==> src/rtl/vphy_pkg.sv <==
package vphy_pkg;

   // register addresses decoded by a standard driver
   localparam logic [4:0] RA_CTRL = 5'd0;
   localparam logic [4:0] RA_STAT = 5'd1;
   localparam logic [4:0] RA_IDHI = 5'd2;
   localparam logic [4:0] RA_IDLO = 5'd3;
   localparam logic [4:0] RA_ADV  = 5'd4;
   localparam logic [4:0] RA_LP   = 5'd5;

   // ability field order (register bits 8..5)
   localparam int AB_100F = 3;
   localparam int AB_100H = 2;
   localparam int AB_10F  = 1;
   localparam int AB_10H  = 0;

   typedef enum logic [1:0] {MF_PRE, MF_HDR, MF_TA, MF_DATA} mf_state_t;
   typedef enum logic [1:0] {NG_IDLE, NG_RUN, NG_DONE} ng_state_t;

   typedef struct packed {
      logic spd;
      logic dup;
   } mode_t;

   // keep only the most preferred shared ability; empty means none
   function automatic logic [3:0] pick_best(input logic [3:0] common);
      logic [3:0] r;
      r = 4'b0000;
      if (common[AB_100F])      r[AB_100F] = 1'b1;
      else if (common[AB_100H]) r[AB_100H] = 1'b1;
      else if (common[AB_10F])  r[AB_10F]  = 1'b1;
      else if (common[AB_10H])  r[AB_10H]  = 1'b1;
      return r;
   endfunction

   function automatic mode_t mode_of(input logic [3:0] best);
      mode_t m;
      m.spd = best[AB_100F] | best[AB_100H];
      m.dup = best[AB_100F] | best[AB_10F];
      return m;
   endfunction

endpackage

==> src/rtl/vphy_mdio_frame.sv <==
module vphy_mdio_frame
   import vphy_pkg::*;
#(
   parameter logic [4:0] PHY_ADDR    = 5'd1,
   parameter int         SYNC_STAGES = 2
) (
   input  logic        clk,
   input  logic        rst_n,
   input  logic        mdc,
   input  logic        mdio_i,
   input  logic [15:0] rd_data,
   output logic [4:0]  reg_addr,
   output logic        wr_en,
   output logic [15:0] wr_data,
   output logic        mdio_o,
   output logic        mdio_oe,
   output logic        frm_read,
   output logic        mdc_rise
);

   localparam int LAST = SYNC_STAGES - 1;
   localparam int HDR_BITS = 13;

   logic [SYNC_STAGES-1:0] mdc_s, mdi_s;
   logic mdc_q;

   genvar g;
   generate
      for (g = 0; g < SYNC_STAGES; g++) begin : g_sync
         if (g == 0) begin : g_first
            always_ff @(posedge clk or negedge rst_n)
               if (!rst_n) begin
                  mdc_s[0] <= 1'b0;
                  mdi_s[0] <= 1'b1;
               end else begin
                  mdc_s[0] <= mdc;
                  mdi_s[0] <= mdio_i;
               end
         end else begin : g_next
            always_ff @(posedge clk or negedge rst_n)
               if (!rst_n) begin
                  mdc_s[g] <= 1'b0;
                  mdi_s[g] <= 1'b1;
               end else begin
                  mdc_s[g] <= mdc_s[g-1];
                  mdi_s[g] <= mdi_s[g-1];
               end
         end
      end
   endgenerate

   always_ff @(posedge clk or negedge rst_n)
      if (!rst_n) mdc_q <= 1'b0;
      else        mdc_q <= mdc_s[LAST];

   assign mdc_rise = mdc_s[LAST] & ~mdc_q;

   logic        bit_in;
   assign bit_in = mdi_s[LAST];

   mf_state_t         st;
   logic [5:0]        ones;
   logic [3:0]        cnt;
   logic [HDR_BITS-2:0] hdr;
   logic [HDR_BITS-1:0] hdr_full;
   logic [15:0]       sh_in, sh_out;
   logic              hdr_ok;

   assign hdr_full = {hdr, bit_in};
   assign hdr_ok   = hdr_full[12]
                   && (hdr_full[11:10] == 2'b10 || hdr_full[11:10] == 2'b01)
                   && (hdr_full[9:5] == PHY_ADDR);

   always_ff @(posedge clk or negedge rst_n) begin
      if (!rst_n) begin
         st       <= MF_PRE;
         ones     <= '0;
         cnt      <= '0;
         hdr      <= '0;
         sh_in    <= '0;
         sh_out   <= '0;
         reg_addr <= '0;
         frm_read <= 1'b0;
         mdio_o   <= 1'b0;
         mdio_oe  <= 1'b0;
         wr_en    <= 1'b0;
         wr_data  <= '0;
      end else begin
         wr_en <= 1'b0;
         if (mdc_rise) begin
            case (st)
               MF_PRE: begin
                  if (bit_in) begin
                     if (ones != 6'd32) ones <= ones + 6'd1;
                  end else begin
                     if (ones == 6'd32) begin
                        st  <= MF_HDR;
                        cnt <= '0;
                     end
                     ones <= '0;
                  end
               end
               MF_HDR: begin
                  hdr <= hdr_full[HDR_BITS-2:0];
                  cnt <= cnt + 4'd1;
                  if (cnt == 4'(HDR_BITS - 1)) begin
                     cnt <= '0;
                     if (hdr_ok) begin
                        st       <= MF_TA;
                        frm_read <= (hdr_full[11:10] == 2'b10);
                        reg_addr <= hdr_full[4:0];
                     end else begin
                        st <= MF_PRE;
                     end
                  end
               end
               MF_TA: begin
                  cnt <= cnt + 4'd1;
                  if (cnt == 4'd0 && frm_read) begin
                     mdio_oe <= 1'b1;
                     mdio_o  <= 1'b0;
                  end
                  if (cnt == 4'd1) begin
                     st  <= MF_DATA;
                     cnt <= '0;
                     if (frm_read) begin
                        mdio_o <= rd_data[15];
                        sh_out <= {rd_data[14:0], 1'b0};
                     end
                  end
               end
               MF_DATA: begin
                  sh_in <= {sh_in[14:0], bit_in};
                  cnt   <= cnt + 4'd1;
                  if (frm_read) begin
                     if (cnt == 4'd15) begin
                        mdio_oe <= 1'b0;
                        mdio_o  <= 1'b0;
                     end else begin
                        mdio_o <= sh_out[15];
                        sh_out <= {sh_out[14:0], 1'b0};
                     end
                  end
                  if (cnt == 4'd15) begin
                     st       <= MF_PRE;
                     ones     <= '0;
                     frm_read <= 1'b0;
                     if (!frm_read) begin
                        wr_en   <= 1'b1;
                        wr_data <= {sh_in[14:0], bit_in};
                     end
                  end
               end
               default: st <= MF_PRE;
            endcase
         end
      end
   end

endmodule

==> src/rtl/vphy_regbank.sv <==
module vphy_regbank
   import vphy_pkg::*;
#(
   parameter logic [15:0] ID_HI      = 16'h0022,
   parameter logic [15:0] ID_LO      = 16'h5A31,
   parameter bit          AN_DEFAULT = 1'b1
) (
   input  logic        clk,
   input  logic        rst_n,
   input  logic        wr_en,
   input  logic [4:0]  addr,
   input  logic [15:0] wr_data,
   input  logic        an_done,
   input  logic        lp_valid,
   input  logic [3:0]  lp_bits,
   output logic [15:0] rd_data,
   output logic        an_en,
   output logic        an_start,
   output logic        man_spd,
   output logic        man_dup,
   output logic        lpbk,
   output logic        iso,
   output logic        coltest,
   output logic [3:0]  adv
);

   localparam logic [4:0] SELECTOR = 5'b00001;

   always_ff @(posedge clk or negedge rst_n) begin
      if (!rst_n) begin
         an_en    <= AN_DEFAULT;
         man_spd  <= 1'b1;
         man_dup  <= 1'b1;
         lpbk     <= 1'b0;
         iso      <= 1'b0;
         coltest  <= 1'b0;
         adv      <= 4'hF;
         an_start <= 1'b0;
      end else begin
         an_start <= 1'b0;
         if (wr_en) begin
            case (addr)
               RA_CTRL: begin
                  if (wr_data[15]) begin
                     an_en    <= AN_DEFAULT;
                     man_spd  <= 1'b1;
                     man_dup  <= 1'b1;
                     lpbk     <= 1'b0;
                     iso      <= 1'b0;
                     coltest  <= 1'b0;
                     adv      <= 4'hF;
                     an_start <= AN_DEFAULT;
                  end else begin
                     lpbk     <= wr_data[14];
                     man_spd  <= wr_data[13];
                     an_en    <= wr_data[12];
                     iso      <= wr_data[10];
                     man_dup  <= wr_data[8];
                     coltest  <= wr_data[7];
                     an_start <= wr_data[12] & (wr_data[9] | ~an_en);
                  end
               end
               RA_ADV:  adv <= wr_data[8:5];
               default: ;
            endcase
         end
      end
   end

   always_comb begin
      case (addr)
         RA_CTRL: rd_data = {1'b0, lpbk, man_spd, an_en, 1'b0, iso, 1'b0,
                             man_dup, coltest, 7'b0};
         RA_STAT: rd_data = {1'b0, 4'hF, 4'h0, 1'b0, an_done, 1'b0,
                             1'b1, 1'b1, 1'b0, 1'b1};
         RA_IDHI: rd_data = ID_HI;
         RA_IDLO: rd_data = ID_LO;
         RA_ADV:  rd_data = {7'b0, adv, SELECTOR};
         RA_LP:   rd_data = lp_valid ? {2'b01, 5'b0, lp_bits, SELECTOR} : 16'h0;
         default: rd_data = 16'h0;
      endcase
   end

endmodule

==> src/rtl/vphy_an_emu.sv <==
module vphy_an_emu
   import vphy_pkg::*;
#(
   parameter int         AN_CYCLES    = 64,
   parameter logic [3:0] PARTNER_ABIL = 4'hF
) (
   input  logic       clk,
   input  logic       rst_n,
   input  logic       an_en,
   input  logic       an_start,
   input  logic [3:0] adv,
   output logic       an_done,
   output logic       an_busy,
   output mode_t      res,
   output logic       lp_valid,
   output logic [3:0] lp_bits
);

   localparam int CW = $clog2(AN_CYCLES + 1);
   localparam logic [CW-1:0] CNT_END = CW'(AN_CYCLES - 1);

   ng_state_t      st;
   logic [CW-1:0]  cnt;
   logic [3:0]     best;

   assign best    = pick_best(adv & PARTNER_ABIL);
   assign an_done = (st == NG_DONE);
   assign an_busy = (st == NG_RUN);

   always_ff @(posedge clk or negedge rst_n) begin
      if (!rst_n) begin
         st       <= NG_RUN;
         cnt      <= '0;
         res      <= '0;
         lp_valid <= 1'b0;
         lp_bits  <= '0;
      end else begin
         case (st)
            NG_IDLE: if (an_start && an_en) begin
               st  <= NG_RUN;
               cnt <= '0;
            end
            NG_RUN: begin
               if (!an_en) begin
                  st <= NG_IDLE;
               end else if (an_start) begin
                  cnt <= '0;
               end else if (cnt == CNT_END) begin
                  st       <= NG_DONE;
                  res      <= mode_of(best);
                  lp_bits  <= best;
                  lp_valid <= 1'b1;
               end else begin
                  cnt <= cnt + 1'b1;
               end
            end
            NG_DONE: begin
               if (!an_en) begin
                  st <= NG_IDLE;
               end else if (an_start) begin
                  st  <= NG_RUN;
                  cnt <= '0;
               end
            end
            default: st <= NG_IDLE;
         endcase
      end
   end

endmodule

==> src/rtl/vphy_mdio_emu.sv <==
module vphy_mdio_emu
   import vphy_pkg::*;
#(
   parameter logic [4:0]  PHY_ADDR     = 5'd1,
   parameter int          SYNC_STAGES  = 2,
   parameter int          AN_CYCLES    = 64,
   parameter logic [3:0]  PARTNER_ABIL = 4'hF,
   parameter bit          AN_DEFAULT   = 1'b1,
   parameter logic [15:0] ID_HI        = 16'h0022,
   parameter logic [15:0] ID_LO        = 16'h5A31
) (
   input  logic clk,
   input  logic rst_n,
   input  logic mdc,
   input  logic mdio_i,
   output logic mdio_o,
   output logic mdio_oe,
   output logic spd_100,
   output logic fdx,
   output logic lpbk,
   output logic iso,
   output logic coltest
);

   initial begin
      assert (SYNC_STAGES >= 2) else $fatal(1, "SYNC_STAGES below 2");
      assert (AN_CYCLES >= 1)   else $fatal(1, "AN_CYCLES below 1");
   end

   logic [15:0] rd_data, wr_data;
   logic [4:0]  reg_addr;
   logic        wr_en, frm_read, mdc_rise;
   logic        an_en, an_start, man_spd, man_dup, an_done, an_busy, lp_valid;
   logic [3:0]  adv, lp_bits;
   mode_t       res;

   vphy_mdio_frame #(.PHY_ADDR(PHY_ADDR), .SYNC_STAGES(SYNC_STAGES)) u_frame (
      .clk(clk), .rst_n(rst_n), .mdc(mdc), .mdio_i(mdio_i),
      .rd_data(rd_data), .reg_addr(reg_addr), .wr_en(wr_en), .wr_data(wr_data),
      .mdio_o(mdio_o), .mdio_oe(mdio_oe), .frm_read(frm_read), .mdc_rise(mdc_rise)
   );

   vphy_regbank #(.ID_HI(ID_HI), .ID_LO(ID_LO), .AN_DEFAULT(AN_DEFAULT)) u_regs (
      .clk(clk), .rst_n(rst_n), .wr_en(wr_en), .addr(reg_addr), .wr_data(wr_data),
      .an_done(an_done), .lp_valid(lp_valid), .lp_bits(lp_bits), .rd_data(rd_data),
      .an_en(an_en), .an_start(an_start), .man_spd(man_spd), .man_dup(man_dup),
      .lpbk(lpbk), .iso(iso), .coltest(coltest), .adv(adv)
   );

   vphy_an_emu #(.AN_CYCLES(AN_CYCLES), .PARTNER_ABIL(PARTNER_ABIL)) u_an (
      .clk(clk), .rst_n(rst_n), .an_en(an_en), .an_start(an_start), .adv(adv),
      .an_done(an_done), .an_busy(an_busy), .res(res),
      .lp_valid(lp_valid), .lp_bits(lp_bits)
   );

   assign spd_100 = an_en ? res.spd : man_spd;
   assign fdx     = an_en ? res.dup : man_dup;

endmodule

==> config.mk <==
export PLATFORM = sky130hd
export DESIGN_NAME = vphy_mdio_emu
export DESIGN_NICKNAME = d
export VERILOG_FILES = /design/src/rtl/vphy_pkg.sv /design/src/rtl/vphy_mdio_frame.sv /design/src/rtl/vphy_regbank.sv /design/src/rtl/vphy_an_emu.sv /design/src/rtl/vphy_mdio_emu.sv
export SDC_FILE = /design/constraint.sdc
export NUM_CORES = 1
export LEC_CHECK = 0
export ABC_CLOCK_PERIOD_IN_PS = 5350
export CORE_UTILIZATION = 66
export CTS_BUF_LIST = sky130_fd_sc_hd__clkbuf_8
export DETAILED_ROUTE_END_ITERATION = 8
export PLACE_DENSITY_LB_ADDON = 0.3
export SYNTH_ARGS = -nofsm -noshare
export SYNTH_HDL_FRONTEND = slang
export SYNTH_SLANG_ARGS = --single-unit
export TNS_END_PERCENT = 20
==> constraint.sdc <==
create_clock -name clk -period 5.35 [get_ports clk]
set_input_delay 0.8025 -clock clk [delete_from_list [all_inputs] [get_ports clk]]
set_output_delay 0.8025 -clock clk [all_outputs]
set_load 0.01 [all_outputs]
-- Word level (Yosys, flattened, before mapping)
Index checks and enable logic that the tools add are counted.
- eq/ne operators: 39
- multiplexer cells: 74
- reductions and logical operators: 30
- add/sub/neg operators: 3
- bitwise logic cells: 9
- operator list (cell ; count):
    $pmux W16 S6 ; 1
    $mux W16 ; 4
    $mux W7 ; 6
    $pmux W16 S2 ; 1
    $mux W1 ; 30
    $mux W2 ; 13
    $pmux W7 S3 ; 1
    $mux W4 ; 5
    $ne A2 B1 Y1 const B ; 10
    $reduce_and A4 Y1 ; 5
    $mux W6 ; 3
    $reduce_and A6 Y1 ; 3
    $pmux W4 S4 ; 1
    $mux W15 ; 1
    $ne A3 B3 Y1 const B ; 4
    $pmux W6 S2 ; 1
    $eq A5 B1 Y1 const B ; 2
    $eq A5 B2 Y1 const B ; 2
    $eq A5 B3 Y1 const B ; 2
    $ne A2 B2 Y1 const B ; 5
    $reduce_and A5 Y1 ; 2
    $reduce_and A3 Y1 ; 3
    $eq A2 B2 Y1 const B ; 4
    $eq A4 B4 Y1 const B ; 2
    25 further kinds ; 44
- bits in registers: 112
- bits of input ports: 4
- output and inout port bits: 7
- logic and storage cells: 186

-- Logic depth before layout (Yosys ltp)
- depth after elaboration: 7
- mapped depth: 8
- depth with buffers taken out: 6

-- By module
Synthesis repeated with hierarchy kept, for this count alone.
- cells, all modules: 426
- area total of the unflattened synthesis: 5318.9 um^2
- by module, submodules not included (module ; cells an instance ; area an instance (um^2) ; sequential area each (um^2) ; times used):
    vphy_mdio_frame ; 274 ; 3739.8 ; 2104.5 ; 1
    vphy_an_emu ; 73 ; 818.3 ; 401.6 ; 1
    vphy_regbank ; 77 ; 738.2 ; 284.0 ; 1
    vphy_mdio_emu ; 2 ; 22.5 ; 0.0 ; 1

-- Least setup slack after synthesis
Ideal clock, no wire load.
- path kind: register to register
- start: reg u_frame.cnt[1]
- end: reg u_frame.sh_out[14]
- cell stages (with the launch flop): 7
- required time: 5.219 ns
- setup slack: 3.387 ns
- clock period less this slack: 1.963 ns
- path buffers: 0
- arrival: 1.832 ns
- path through: dfrtp_1 > inv_1 > ha_1 > or3b_4 > a2111oi_4 > a21boi_0 > o21ai_0
- longest elaborated chain between the ends: 3
- ends and longest elaborated chain (item ; RTL line ; source):
    start: declaration ; vphy_mdio_frame.sv:63 ; logic [3:0] cnt;
    start signal: assignment ; vphy_mdio_frame.sv:105 ; cnt <= cnt + 4'd1;
    start signal: assignment ; vphy_mdio_frame.sv:118 ; cnt <= cnt + 4'd1;
    start signal: assignment ; vphy_mdio_frame.sv:134 ; cnt <= cnt + 4'd1;
    $eq A4 B4 Y1 or $eq A4 B1 Y1 (tied branches) ; vphy_mdio_frame.sv:136, vphy_mdio_frame.sv:123 ;
    $ne A2 B2 Y1 (no line) or $ne A2 B1 Y1 (tied branches) ; -- ;
    $reduce_and A6 Y1 (no line) * ; -- ;
    end signal: assignment ; vphy_mdio_frame.sv:128 ; sh_out <= {rd_data[14:0], 1'b0};
    end signal: assignment ; vphy_mdio_frame.sv:141 ; sh_out <= {sh_out[14:0], 1'b0};
    end: declaration ; vphy_mdio_frame.sv:66 ; logic [15:0] sh_in, sh_out;
Every way passes the cells marked *; elsewhere a longest branch is shown, timed or not.
A chain may end at the register's enable or synchronous reset.

-- Worst setup path in the final report
- start: reg u_regs.an_en
- end: out spd_100
- longest elaborated chain between the ends: 1
- ends and longest elaborated chain (item ; RTL line ; source):
    start: declaration ; vphy_regbank.sv:17 ; output logic an_en,
    start signal: assignment ; vphy_regbank.sv:56 ; an_en <= wr_data[12];
    $mux W1 ; vphy_mdio_emu.sv:56 ; assign spd_100 = an_en ? res.spd : man_spd;
    end: declaration ; vphy_mdio_emu.sv:18 ; output logic spd_100,
Every way passes these cells.

==> summary.md <==
| Metric | Value |
|---|---|
| Hold depth | 0 |
| Die width | approximately 90 um |
| Layout Nets | 484 |
| Initial core utilization | around 70% |
| Largest net degree at the start of global routing | 63 |
| Placer Congestion | 0.854 |
| Commonest non-fill, non-tap cell in the layout | dfrtp_1 |
| # hold bufs at CTS | 0 |
| Crit Path Max Fanout | 8 |
| LEAKAGE | around 2.4 nW |
| WS Path Type | reg2out |
| Synth unique cells | 63 |
| Synthesized Nets | between 400 and 500 |
| Psw | 357 uW |
| Hold Path Class | reg2reg |
| Clock Tree Buf Depth | 2 |
| ANT cells | 0 |
| Setup_tns | 0 ps |
| Worst-path clk slew | ~120 ps |
| Buffers on Ports | 10 |
| HP Start | u_frame.mdc_s[0] |
| Power consumption | around 1.4 mW |
| Maximum clock frequency | around 380 MHz |
| Antenna-violating nets left | 0 |
| Flop pwr share | approximately 60% |
| Post-DP HPWL | a little under 7000 um |
| R2R setup slack | 2920 ps |
| Worst Setup End Kind | primary output |
| CP arrival | 1840 ps |
| IO Count | 11 |
| DIE HEIGHT | ~90 um |
| Max Cap Violations | 0 |
| CP required | 4550 ps |
| Switching part of the total | 26.1% |
| Peak supply drop | about 230 uV |
| Critical Path Start Type | flip-flop |
| Leading cell types in the layout, fill and taps excluded | dfrtp_1 (95), mux2_2 (44), nand2_1 (31) |
| Clock Skews | between 15 and 20 ps |
| Global-route wire length before repair | 17600 um |
| Total CTS buffers | 9 |
| Cell area after synthesis | 0.00510 mm2 |
| Via count | 3614 |
| Die Footprint | between 0.008 and 0.009 mm2 |
| EDFF count, synth | 0 |
| Int Power | 1.01 mW |
| Final setup vio count | 0 |
| Postcts setup bufs | 0 |
| Primary FF master, synth | dfrtp_1 |
| Worst Hold Path EP | u_frame.mdc_s[1] |
| Worst reg2reg path startpoint | u_frame.st[0] |
| Post-synthesis average cell area | 11.0 um2 |
| Ratio of cells with drive above 1 in the final layout | between 10% and 20% |
| Area of the multi-input gates | around 0.0022 mm2 |
| Tightest Pin Transition | 802 ps |
| Status | complete, no violations |
| Core ar. | 0.00737 mm2 |
| FP Rows | 31 |
| Worst hold slack | 361 ps |
| RR Endpoint | u_frame.wr_data[15] |
| Register area share after synthesis | around half |
| Clock network power share | 37.6% |
| H-tree levels | 3 |
| Reg area | around 0.0026 mm2 |
| Resize count post-CTS | 0 |
| FFs w/ async S/R, synth | 100% |
| GRT Total Usage | around 27% |
| Logic pwr share | 2.8% |
| Min Tclk post-route | roughly 2600 ps |
| Relative slew slack | between 40% and 50% |
| Vias in the first global route | between 3000 and 4000 |
| Cells after synthesis | roughly 460 |
| Slew Viols, Final | 0 |
| Area delta synth->final | 7.21% |
| Core Util, Final | between 70 and 80% |
| Vias/cell | 6.32 |
| CTS tree | built |
| DR WL/cell | 17.5 um |
| Yosys Warn Count | 0 |
| Yosys reg bits | 105 |
| Drt total wl | 10000 um |
| Grt ovf | 0 |
| Iteration-0 DRC Markers | around 260 |
| 1st-pass router iterations | 5 |
| Clock sink total | between 100 and 150 |
| Initial antenna violation count | 0 |
| Residual DRC | 0 |
| RSZ-0062 raised after global routing | no |
| Pwr/cell area | approximately 250 mW/mm2 |
| # fillers | a little under 500 |
| Clock root cell | clkbuf_8 |
| Worst-Skew Late Latency | between 300 and 400 ps |
| Worst Reg-to-Reg Cells | 5 |
| Fin. Hold Viols | 0 |
| Final period util | 49.4% |
==> metrics by stage <==
| step | instance area (um2) | setup WS (ps) | cells |
|---|---|---|---|
| after floorplan | 5100 | 3390 | 463 |
| after global placement | 5250 | 3050 | 555 |
| after detailed placement | 5250 | 2920 | 555 |
| after CTS | 5470 | 2700 | 571 |
| after global routing | 5470 | 2670 | 572 |
| final | 5470 | 2710 | 572 |
==> state kept, by name (all words and copies together), names as in the netlist, 2 cells and up, named ones only <==
register          cells
u_frame.sh_in        15
u_frame.sh_out       15
u_frame.hdr          12
u_frame.wr_data      10
u_an.cnt              7
u_frame.ones          6
u_frame.reg_addr      5
u_an.lp_bits          4
u_frame.cnt           4
u_regs.adv            4
u_an.res              2
u_an.st               2
u_frame.mdc_s         2
==> how the worst max path moves through the flow <==
stage,startpoint,endpoint,slack [ps],cells past startpoint
6_report,u_regs.an_en,spd_100,2710,2
4_1_cts,u_regs.an_en,spd_100,2700,2
3_3_place_gp,u_frame.st[0],u_frame.wr_data[12],3050,5
3_5_place_dp,u_frame.st[0],u_frame.wr_data[15],2920,5
5_1_grt,u_regs.an_en,spd_100,2670,2
2_1_floorplan,u_frame.cnt[1],u_frame.sh_out[14],3390,6
==> routing by layer <==
metal  vias up  wire [um]  GRT usage, %
met5         -          0             0
met4         0        175          9.14
met3        23        465          6.18
met2        98       4880          42.8
met1      1795       4480          37.9
li1       1698          -             -
==> area by class of cell <==
type,count,area share (%)
sequential,105,48.3
inverter,30,2.06
multi-input combinational,308,41.1
timing repair buffer,14,2.29
clock buffer,9,2.26
clock inverter,7,1.76
tap,99,2.26
==> worst max-delay path: stages, from the launching register on <==
cell	delay (ps)
dfstp_2	620
mux2_2	350
clkdlybuf4s50_1	480
==> cell families (layout without fill, tap and decap cells) <==
logic type                 after synthesis  count (layout)  share of synthesized area, %
buffers and inverters                   50              60                          4.19
AOI/OAI and AO/OA                      111             111                          15.6
adders and majority gates               12              12                          2.94
muxes                                   54              54                          11.7
and+or+nand+nor                        131             131                          13.9
DFF                                    105             105                          51.7
==> Yosys cell counts (all sizes together), types with 2 or more instances <==
cell	number	area (um2)
a2111oi	4	55.1
a211oi	2	15.0
a21boi	2	15.0
a21o	2	15.0
a21oi	28	166
a22o	3	26.3
a22oi	5	37.5
a31oi	6	37.5
a32oi	2	17.5
and2	2	12.5
and3	4	25.0
and4	2	17.5
buf	5	43.8
clkbuf	15	57.6
dfrtp	95	2380
dfstp	10	263
ha	12	150
inv	30	113
mux2	44	495
mux2i	10	100
nand2	31	116
nand2b	10	62.6
nand3	12	60.1
nand3b	4	30.0
nand4b	2	17.5
nor2	28	108
nor2b	5	31.3
nor3	5	25.0
nor4	6	52.6
o2111ai	2	17.5
o211ai	4	30.0
o21a	4	30.0
o21ai	18	90.1
o22a	4	35.0
o22ai	2	12.5
o2bb2ai	2	17.5
o31ai	11	82.6
o32ai	3	26.3
or2	4	25.0
or3	5	31.3
or4	3	22.5
==> power by group through the flow <==
stage                     Sequential (mW)  Combinational, mW  Clock, mW
final                               0.815             0.0381      0.515
after global routing                0.817             0.0456      0.560
after CTS                           0.815             0.0396      0.527
after global placement              0.829             0.0365          0
after detailed placement            0.830             0.0385          0
after floorplan                     0.827             0.0168          0
Power figures use the tool's default switching activity.
